===== src/rtl/st_fwd_pkg.sv =====
package st_fwd_pkg;

    typedef enum logic [1:0] {
        RES_NONE  = 2'd0,
        RES_FWD   = 2'd1,
        RES_STALL = 2'd2,
        RES_MEM   = 2'd3
    } res_kind_e;

    typedef struct packed {
        logic hit;   // entry overlaps the load and is eligible
        logic full;  // entry holds every byte of the load
    } slot_match_t;

    // Sequence numbers are plain unsigned; smaller means older.
    function automatic logic seq_older(input logic [63:0] a, input logic [63:0] b);
        return a < b;
    endfunction

endpackage


===== src/rtl/st_fwd_match.sv =====
module st_fwd_match
    import st_fwd_pkg::*;
#(
    parameter int ADDR_W = 16,
    parameter int SSZ_W  = 5,
    parameter int LSZ_W  = 4
) (
    input  logic              in_window,
    input  logic [ADDR_W-1:0] ld_addr,
    input  logic [LSZ_W-1:0]  ld_size,
    input  logic [ADDR_W-1:0] st_addr,
    input  logic [SSZ_W-1:0]  st_size,
    input  logic              st_nocache,
    output slot_match_t       m
);
    localparam int EW = ADDR_W + 1;

    logic [EW-1:0] ld_lo, ld_hi, st_lo, st_hi;
    logic          eligible, overlap, covers;

    always_comb begin
        ld_lo    = {1'b0, ld_addr};
        ld_hi    = ld_lo + EW'(ld_size);
        st_lo    = {1'b0, st_addr};
        st_hi    = st_lo + EW'(st_size);
        eligible = in_window && (st_size != '0) && !st_nocache;
        overlap  = (ld_lo < st_hi) && (ld_hi > st_lo);
        covers   = (ld_lo >= st_lo) && (ld_hi <= st_hi);
        m.hit    = eligible && overlap;
        m.full   = eligible && overlap && covers;
    end

endmodule


===== src/rtl/st_fwd_extract.sv =====
module st_fwd_extract #(
    parameter int BUF_BYTES = 16,
    parameter int LD_BYTES  = 8,
    parameter int OFF_W     = 4,
    parameter int LSZ_W     = 4
) (
    input  logic [BUF_BYTES*8-1:0] src,
    input  logic [OFF_W-1:0]       offset,
    input  logic [LSZ_W-1:0]       ld_size,
    output logic [LD_BYTES*8-1:0]  dout
);
    always_comb begin
        dout = '0;
        for (int j = 0; j < LD_BYTES; j++) begin
            int pos;
            pos = int'(offset) + j;
            if (j < int'(ld_size) && pos < BUF_BYTES)
                dout[8*j +: 8] = src[8*pos +: 8];
        end
    end

endmodule


===== src/rtl/st_fwd_stall.sv =====
module st_fwd_stall
    import st_fwd_pkg::*;
#(
    parameter int SEQ_W    = 16,
    parameter int LQ_IDX_W = 5
) (
    input  logic                clk,
    input  logic                rst,
    input  logic                claim,
    input  logic [SEQ_W-1:0]    cand_ld_seq,
    input  logic [SEQ_W-1:0]    cand_st_seq,
    input  logic [LQ_IDX_W-1:0] cand_lq_idx,
    input  logic                done,
    input  logic [SEQ_W-1:0]    done_seq,
    output logic                active,
    output logic [SEQ_W-1:0]    rec_st_seq,
    output logic [LQ_IDX_W-1:0] rec_lq_idx
);
    logic [SEQ_W-1:0] rec_ld_seq;
    logic             release_now, take;

    always_comb begin
        release_now = active && done && (done_seq == rec_st_seq);
        take = claim && (!active || release_now ||
                         seq_older(64'(cand_ld_seq), 64'(rec_ld_seq)));
    end

    always_ff @(posedge clk) begin
        if (rst) begin
            active     <= 1'b0;
            rec_st_seq <= '0;
            rec_ld_seq <= '0;
            rec_lq_idx <= '0;
        end else if (take) begin
            active     <= 1'b1;
            rec_st_seq <= cand_st_seq;
            rec_ld_seq <= cand_ld_seq;
            rec_lq_idx <= cand_lq_idx;
        end else if (release_now) begin
            active <= 1'b0;
        end
    end

endmodule


===== src/rtl/st_fwd_unit.sv =====
module st_fwd_unit
    import st_fwd_pkg::*;
#(
    parameter int SQ_DEPTH  = 8,
    parameter int ADDR_W    = 16,
    parameter int SEQ_W     = 16,
    parameter int LQ_IDX_W  = 5,
    parameter int BUF_BYTES = 16,
    parameter int LD_BYTES  = 8,
    localparam int IDX_W    = $clog2(SQ_DEPTH),
    localparam int SSZ_W    = $clog2(BUF_BYTES) + 1,
    localparam int LSZ_W    = $clog2(LD_BYTES) + 1,
    localparam int BUF_W    = BUF_BYTES * 8
) (
    input  logic                         clk,
    input  logic                         rst,
    input  logic                         ld_req,
    input  logic [ADDR_W-1:0]            ld_addr,
    input  logic [LSZ_W-1:0]             ld_size,
    input  logic [IDX_W-1:0]             ld_sq_idx,
    input  logic                         ld_sq_none,
    input  logic [LQ_IDX_W-1:0]          ld_lq_idx,
    input  logic [SEQ_W-1:0]             ld_seq,
    input  logic [IDX_W-1:0]             wb_ptr,
    input  logic [SQ_DEPTH*ADDR_W-1:0]   sq_addr,
    input  logic [SQ_DEPTH*SSZ_W-1:0]    sq_size,
    input  logic [SQ_DEPTH-1:0]          sq_nocache,
    input  logic [SQ_DEPTH*BUF_W-1:0]    sq_data,
    input  logic [SQ_DEPTH*SEQ_W-1:0]    sq_seq,
    input  logic                         st_done,
    input  logic [SEQ_W-1:0]             st_done_seq,
    output logic                         res_valid,
    output logic [1:0]                   res_kind,
    output logic [LD_BYTES*8-1:0]        res_data,
    output logic [LQ_IDX_W-1:0]          res_lq_idx,
    output logic                         stall_active,
    output logic [SEQ_W-1:0]             stall_st_seq,
    output logic [LQ_IDX_W-1:0]          stall_lq_idx
);
    localparam int OFF_W = $clog2(BUF_BYTES);

    logic [IDX_W-1:0]    win_len;
    logic [IDX_W-1:0]    slot_idx [SQ_DEPTH];
    slot_match_t         match    [SQ_DEPTH];

    assign win_len = ld_sq_idx - wb_ptr;

    // Position k holds the k-th store counting back from the youngest older one.
    for (genvar k = 0; k < SQ_DEPTH; k++) begin : g_scan
        logic in_win;
        assign slot_idx[k] = ld_sq_idx - IDX_W'(k + 1);
        assign in_win      = !ld_sq_none && (IDX_W'(k) < win_len);

        st_fwd_match #(
            .ADDR_W (ADDR_W),
            .SSZ_W  (SSZ_W),
            .LSZ_W  (LSZ_W)
        ) u_match (
            .in_window  (in_win),
            .ld_addr    (ld_addr),
            .ld_size    (ld_size),
            .st_addr    (sq_addr[slot_idx[k]*ADDR_W +: ADDR_W]),
            .st_size    (sq_size[slot_idx[k]*SSZ_W +: SSZ_W]),
            .st_nocache (sq_nocache[slot_idx[k]]),
            .m          (match[k])
        );
    end

    logic              found, sel_full;
    logic [IDX_W-1:0]  sel;
    res_kind_e         kind_d;
    logic [ADDR_W-1:0] sel_addr;
    logic [SEQ_W-1:0]  sel_seq;
    logic [OFF_W-1:0]  sel_off;
    logic [BUF_W-1:0]  sel_buf;
    logic [LD_BYTES*8-1:0] fwd_bytes;

    // Youngest eligible overlap wins.
    always_comb begin
        found    = 1'b0;
        sel_full = 1'b0;
        sel      = '0;
        for (int k = 0; k < SQ_DEPTH; k++) begin
            if (!found && match[k].hit) begin
                found    = 1'b1;
                sel      = slot_idx[k];
                sel_full = match[k].full;
            end
        end
        if (!found)        kind_d = RES_MEM;
        else if (sel_full) kind_d = RES_FWD;
        else               kind_d = RES_STALL;
        sel_addr = sq_addr[sel*ADDR_W +: ADDR_W];
        sel_seq  = sq_seq[sel*SEQ_W +: SEQ_W];
        sel_buf  = sq_data[sel*BUF_W +: BUF_W];
        sel_off  = OFF_W'(ld_addr - sel_addr);
    end

    st_fwd_extract #(
        .BUF_BYTES (BUF_BYTES),
        .LD_BYTES  (LD_BYTES),
        .OFF_W     (OFF_W),
        .LSZ_W     (LSZ_W)
    ) u_extract (
        .src     (sel_buf),
        .offset  (sel_off),
        .ld_size (ld_size),
        .dout    (fwd_bytes)
    );

    always_ff @(posedge clk) begin
        if (rst) begin
            res_valid  <= 1'b0;
            res_kind   <= RES_NONE;
            res_data   <= '0;
            res_lq_idx <= '0;
        end else begin
            res_valid  <= ld_req;
            res_kind   <= ld_req ? kind_d : RES_NONE;
            res_data   <= (ld_req && kind_d == RES_FWD) ? fwd_bytes : '0;
            res_lq_idx <= ld_req ? ld_lq_idx : '0;
        end
    end

    st_fwd_stall #(
        .SEQ_W    (SEQ_W),
        .LQ_IDX_W (LQ_IDX_W)
    ) u_stall (
        .clk         (clk),
        .rst         (rst),
        .claim       (ld_req && kind_d == RES_STALL),
        .cand_ld_seq (ld_seq),
        .cand_st_seq (sel_seq),
        .cand_lq_idx (ld_lq_idx),
        .done        (st_done),
        .done_seq    (st_done_seq),
        .active      (stall_active),
        .rec_st_seq  (stall_st_seq),
        .rec_lq_idx  (stall_lq_idx)
    );

endmodule


===== config.mk =====
export PLATFORM = sky130hd
export DESIGN_NAME = st_fwd_unit
export DESIGN_NICKNAME = d
export VERILOG_FILES = /design/src/rtl/st_fwd_pkg.sv /design/src/rtl/st_fwd_match.sv /design/src/rtl/st_fwd_extract.sv /design/src/rtl/st_fwd_stall.sv /design/src/rtl/st_fwd_unit.sv
export SDC_FILE = /design/constraint.sdc
export NUM_CORES = 2
export LEC_CHECK = 0
export BUFFER_PORTS_ARGS = -buffer_cell sky130_fd_sc_hd__buf_4
export CORE_AREA = 3 3 579 581
export DETAILED_ROUTE_END_ITERATION = 8
export DIE_AREA = 0 0 582 584
export MAX_ROUTING_LAYER = met4
export PLACE_DENSITY = 0.39
export RECOVER_POWER = 100
export SETUP_SLACK_MARGIN = 0.1
export SLEW_MARGIN = 20
export SYNTH_ARGS = -nofsm -noshare
export SYNTH_HDL_FRONTEND = slang
export SYNTH_SLANG_ARGS = --single-unit

===== constraint.sdc =====
create_clock -name clk -period 17.5 [get_ports clk]
set_input_delay 2.625 -clock clk [delete_from_list [all_inputs] [get_ports clk]]
set_output_delay 2.625 -clock clk [all_outputs]
set_load 0.01 [all_outputs]

Word-level counts from Yosys, hierarchy flattened
Cells that the tools add are included.
Storage, ports and cells
  bits in registers: 110
  bits of input ports: 1396
  output and inout port bits: 94
  logic and storage cells: 310
Cells by class
  $add $sub $neg: 25
  multiply operators: 8
  magnitude comparators: 65
  eq/ne operators: 3
  shifts and indexed selects: 27
  muxes and demuxes: 44
  bitwise operators: 10
  reductions and logical operators: 113
Operators with widths (count)
  128-bit by 8-bit indexed part select with 16-bit output: 9
  1024-bit by 11-bit indexed part select with 128-bit output: 1
  128-bit by 32-bit indexed part select with 8-bit output: 7
  40-bit by 7-bit indexed part select with 5-bit output: 8
  32-bit by 6-bit less-than comparator with 1-bit output (second input constant): 7
  16-bit by 5-bit adder with 17-bit output: 8
  17-bit by 16-bit greater-than comparator with 1-bit output: 8
  17-bit less-or-equal comparator: 8
  16-bit by 17-bit less-than comparator with 1-bit output: 8
  16-bit greater-or-equal comparator: 8
  128-bit by 8-bit indexed part select with 4-bit output: 1
  128-bit by 8-bit indexed part select with 8-bit output: 1
  1-bit logical AND: 76
  3-bit by 3-bit multiplier with 6-bit output (second input constant): 8
  5-bit nonzero test: 8
  3-bit by 4-bit less-than comparator with 1-bit output (second input constant): 8
  1-bit 2-to-1 mux: 26
  1-bit binary-select mux with 3-bit select: 8
  3-bit 2-to-1 mux: 8
  3-bit OR reduction: 8
  4-bit by 3-bit adder with 5-bit output (second input constant): 4
  16-bit by 4-bit adder with 17-bit output: 1
  1-bit zero test: 17
  16-bit == test: 1
  22 further kinds: 48

Longest topological paths before layout
  depth in word-level cells: 36
  mapped depth: 61
  mapped depth without buffers: 41

Cells and area by module
Synthesis repeated with hierarchy kept, for this count alone.
Unflattened totals
  cells, all modules: 6075
  area total of the unflattened synthesis: 44192.4 sq um
By module, submodules not included
  st_fwd_unit: instances 1, cells each 3007, area an instance 19532.5 sq um, sequential area each 1441.4 sq um
  st_fwd_match at g_scan[2].u_match ...: instances 4, cells each 275, area an instance 2192.1 sq um, sequential area each 0.0 sq um
  st_fwd_extract: instances 1, cells each 613, area an instance 4639.4 sq um, sequential area each 0.0 sq um
  st_fwd_match at g_scan[0].u_match ...: instances 2, cells each 283, area an instance 2209.6 sq um, sequential area each 0.0 sq um
  st_fwd_stall: instances 1, cells each 239, area an instance 2457.4 sq um, sequential area each 760.7 sq um
  st_fwd_match at g_scan[1].u_match: instances 1, cells each 277, area an instance 2200.9 sq um, sequential area each 0.0 sq um
  st_fwd_match at g_scan[4].u_match: instances 1, cells each 273, area an instance 2174.6 sq um, sequential area each 0.0 sq um

Least setup slack after synthesis
OpenSTA, ideal clock, no wires.
  path kind: input to register
  start: input port ld_sq_idx[1]
  end: register res_data[5]
  library setup time: 121 ps
  data arrival time: 14096 ps
  required time: 17379 ps
  path slack: 3283 ps
  stages: 54
  path buffers: 23
  cells stage by stage: buf_2 > buf_2 > inv_2 > buf_2 > buf_2 > buf_1 > ha_1 > clkbuf_1 > buf_2 > buf_1 > clkbuf_1 > clkbuf_1 > clkbuf_1 > mux4_2 > nand2_1 > and2_1 > inv_1 > fa_1 > [... 18 more ...] > buf_4 > buf_4 > buf_4 > buf_2 > buf_2 > nand2_1 > a311o_1 > o21ai_0 > ha_1 > fa_1 > clkbuf_1 > inv_1 > clkbuf_1 > buf_1 > buf_1 > o21ai_0 > o221ai_1 > nand2_1
On the way
  longest elaborated chain between the ends: 35
  elaborated cells between the ends (all ways): 219
  classes of those cells: add/sub: 17; mul: 8; order compare: 41; eq/ne: 1; shift: 19; mux: 42; bitwise: 2; reduce/logical: 89
RTL lines
  start: declaration: line st_fwd_unit.sv:20  | input logic [IDX_W-1:0] ld_sq_idx,
  parallel branches: the longest is 35 deep, another holds 16-bit by 5-bit adder with 17-bit output
  end signal: assignment: line st_fwd_unit.sv:120  | res_data <= (ld_req && kind_d == RES_FWD) ? fwd_bytes : '0;
  end: declaration: line st_fwd_unit.sv:34  | output logic [LD_BYTES*8-1:0] res_data,
Several ways; the timed one is not identified. The select of a mux whose other input is x is not followed.
A chain may end at the register's enable or synchronous reset.

Worst setup path after layout
  start: input port ld_sq_idx[0]
  end: register res_data[28]
On the way
  longest elaborated chain between the ends: 36
  elaborated cells between the ends (all ways): 220
  classes of those cells: add/sub: 18; mul: 8; order compare: 41; eq/ne: 1; shift: 19; mux: 42; bitwise: 2; reduce/logical: 89
RTL lines
  3-bit by 1-bit subtractor with 3-bit output: line st_fwd_unit.sv:51  | assign slot_idx[k] = ld_sq_idx - IDX_W'(k + 1);
  3-bit by 3-bit multiplier with 6-bit output: line st_fwd_unit.sv:63  | .st_size (sq_size[slot_idx[k]*SSZ_W +: SSZ_W]),
  40-bit by 7-bit indexed part select with 5-bit output: line st_fwd_unit.sv:63
  16-bit by 5-bit adder with 17-bit output / 5-bit nonzero test (equally long branches): line st_fwd_match.sv:25, st_fwd_match.sv:26
  16-bit by 17-bit less-than comparator with 1-bit output / 1-bit logical AND (equally long branches): line st_fwd_match.sv:27, st_fwd_match.sv:26
  1-bit logical AND (on tied branches): line st_fwd_match.sv:27, st_fwd_match.sv:26
  1-bit logical AND: line st_fwd_match.sv:29, st_fwd_match.sv:30
  1-bit 2-to-1 mux: line st_fwd_unit.sv:84  | if (!found && match[k].hit) begin
  [... 20 more ...]
  3-bit 2-to-1 mux: line st_fwd_unit.sv:84
  128-bit by 8-bit indexed part select with 4-bit output: line st_fwd_unit.sv:93  | sel_addr = sq_addr[sel*ADDR_W +: ADDR_W];
  4-bit subtractor: line st_fwd_unit.sv:96  | sel_off = OFF_W'(ld_addr - sel_addr);
  4-bit by 2-bit adder with 5-bit output: line st_fwd_extract.sv:16  | pos = int'(offset) + j;
  32-bit by 6-bit less-than comparator with 1-bit output: line st_fwd_extract.sv:17  | if (j < int'(ld_size) && pos < BUF_BYTES)
  1-bit logical AND: line st_fwd_extract.sv:17
  1-bit NOT (no line)
  3-bit OR reduction (no line)
Several ways; a longest one is shown, not always the timed one. The select of a mux whose other input is x is not followed.

==> flow_summary.toml <==
[status]
status = "finished, violations left"
violations = "capacitance limit, slew limit"

[clocking]
cts_tree = "done"
cts_inserted_buffers = 9
ctsResizeCount = 0
cts.sinks = 110
cts_hold_buffers = 0
root_buffer = "clkbuf_16"
cts.htree.levels = 3
clkTransAtPathRegs_ps = 110
cts_setup_buffers = 0
worstSkewPairLatency_ps = 430
clockBufferDepth = 2

[global_routing]
grt_pass1_wl_um = 548000
grt_pass1_vias = 51000
grt_usage_pct = 25.4
grt_max_degree = 149
antenna_found_initial = 278
grt_remaining_overflow = 0

[logic_synthesis]
synth_area_mm2 = 0.0399
yosysSeqAreaShare_pct = 5.52
ys_top_cells_by_count = "nand2_1, mux2i_1, ha_1, nand3_1, a21o_1"
synth_area_per_cell_um2 = 7.67
yosys-top-cells-area = "ha_1, mux2i_1, mux4_2"
yosysTopAreaCellShare_pct = 15.8
yosysTopAreaCell = "ha_1"
synth_edf_count = 0
postSynthCellCount = 5202
yosysMostFrequentCell = "nand2_1"
async_reset_ff_share_pct = 0
syn-num-nets = 7112
synth.distinct_cells = 94
ys_seq_elements = 110
yosys_warnings = 0
synth_ff_type = "dfxtp_1"

[worst_setup_path]
critPathRequiredTime_ps = 17870
cp_max_fo = 94
cpPeakStageDelay_ps = 1250
crit_arrival_ps = 16650
crit_path_start_kind = "primary input"
end_kind = "flop"
critPathKind = "in2reg"
critPathSlowestCell = "clkbuf_1"
crit_top_cell = "a21oi_1"

[flow_run]
maxCapViolations = 3

[sta]
finalCriticalPeriod_ps = 16280
period_share_pct = 93.0
worst_hold_slack_ps = 500
fmax_mhz = 61.4
clock_skew_ps = 18.4
setup_tns_ps = 0
grt_setup_unrepaired = "false"
setup_violations = 0
drv_slew = 114
tightest_slew_ps = 2960
finalHoldViolCount = 0
slew_headroom_pct = -97.0

[finish]
finish.instance_area_mm2 = 0.0563
area_delta_synth_final_pct = 41.3
stdcell_count = 11000
layout-drive-gt1-share_pct = 29.2
nNetsFinal = 8375

[drt]
vias = 51800
wire_per_inst_um = 40.0
drt_iter0_drc = 4996
finalWirelength_um = 441000
drc = 0
drtAntennaViolNets = 0
viasPerCell = 4.70
drtPass1Iterations = 7

[power]
ir_worst_vdd_uv = 87.5
power.density_mw_per_mm2 = 95.1
leakage_nw = 24.5
design_power_total_w = 0.00536

[placement]
place.gp.congestion = 1.04
port-buffer-count = 1489
place_hpwl_um = 388000
dp_cells = 10800
placed_area_mm2 = 0.0560

[floorplanning]
num_rows = 211
initial_utilization_pct = 12.1
die_w_um = 582
core_mm2 = 0.330
die_y_um = 584
num_io_pins = 1490
die-area_mm2 = 0.340

[min_path]
hold_class = "reg2reg"
-- layout make-up --
class                   instances  area (um^2)
fillers                     37800       274000
multi-input cells            4626        35700
repair buffers               1611        11800
well taps                    4366         5460
flip-flops and latches        110         2200
diodes                        179          448
inverters                     107          402
clock buffers                  10          229
clock inverters                 6         55.1
-- metrics by stage --
stage / util (%) / setup slack (ps)
floorplan: - / 3280
global route: 17.0 / 898
global placement: 17.0 / 2070
detailed placement: 17.0 / 2060
finish: 17.1 / 1220
CTS: 17.0 / 2480
-- metal layers --
layer | track usage (%) | vias up | part of all wire (%)
li1 | - | 22400 | -
met1 | 26.7 | 25800 | 37
met2 | 43.3 | 2971 | 49
met3 | 5.40 | 654 | 6.6
met4 | 15.8 | 0 | 7.5
met5 | - | - | 0
-- layout by cell type, fill, tap and decap left out, drive strengths merged, types with 19 or more instances in the layout --
master / netlist / routed
buf: 246 / 1514
nand2: 856 / 856
mux2i: 509 / 509
ha: 504 / 504
nand3: 460 / 460
a21o: 239 / 239
nor2: 229 / 229
a21oi: 224 / 224
diode: 0 / 179
o21ai: 167 / 167
mux4: 159 / 159
mux2: 131 / 131
dfxtp: 110 / 110
inv: 106 / 108
clkbuf: 113 / 107
and3: 85 / 85
nand4: 80 / 80
xnor2: 71 / 71
o21a: 67 / 67
xor2: 65 / 65
a22oi: 62 / 62
nor3: 57 / 57
nand2b: 52 / 52
a311o: 47 / 47
o22ai: 38 / 38
o211ai: 36 / 36
a31oi: 34 / 34
nor2b: 33 / 33
a311oi: 33 / 33
a211oi: 33 / 33
and2: 33 / 33
nor4: 31 / 31
a211o: 24 / 24
a2111oi: 23 / 23
o221ai: 22 / 22
a221o: 20 / 20
a22o: 19 / 19
-- worst paths after layout --
path / startpoint / end / slack [ps] / cells after the start
worst max register to register: u_stall.rec_ld_seq[1] / u_stall.rec_ld_seq[11] / 11400 / 19
worst min register to register: u_stall.rec_ld_seq[2] / u_stall.rec_ld_seq[2] / 500 / 2
worst max-delay path: ld_sq_idx[0] / res_data[28] / 1220 / 36
worst min-delay path: u_stall.rec_ld_seq[2] / u_stall.rec_ld_seq[2] / 500 / 2
-- sequential cells by signal, indices dropped and copies added, names as in the netlist --
| name | count |
|---|---|
| res_lq_idx | 5 |
| u_stall.rec_lq_idx | 5 |
| u_stall.active | 1 |
| res_valid | 1 |
| u_stall.rec_st_seq | 16 |
| u_stall.rec_ld_seq | 16 |
| res_kind | 2 |
| res_data | 64 |
-- worst max-delay path, delay by kind of cell --
kind,cells,cell delay (ps)
fa+ha+maj,5,2260
compound gates,17,6000
simple gates,7,1920
buf+inv,5,2940
xor+xnor,1,160
mux,1,420
-- where the power goes --
group	total, W	switching, W	internal [W]
Combinational	0.00482	0.00320	0.00162
Sequential	0.000295	0.0000296	0.000266
Clock	0.000240	0.000140	0.0000998
Total	0.00536	0.00337	0.00199
-- cells by family after synthesis --
kind of cell	after synthesis	share of synthesized area, %
multiplexers	799	25.5
XOR/XNOR	136	3.02
adder cells (fa/ha/maj)	514	16.3
AND/OR/NAND/NOR	1976	22.8
AO/OA/AOI/OAI	1201	21.1
flip-flops	110	5.52
buffers and inverters	466	5.77
Note: power is estimated with default switching activity, not from simulation.
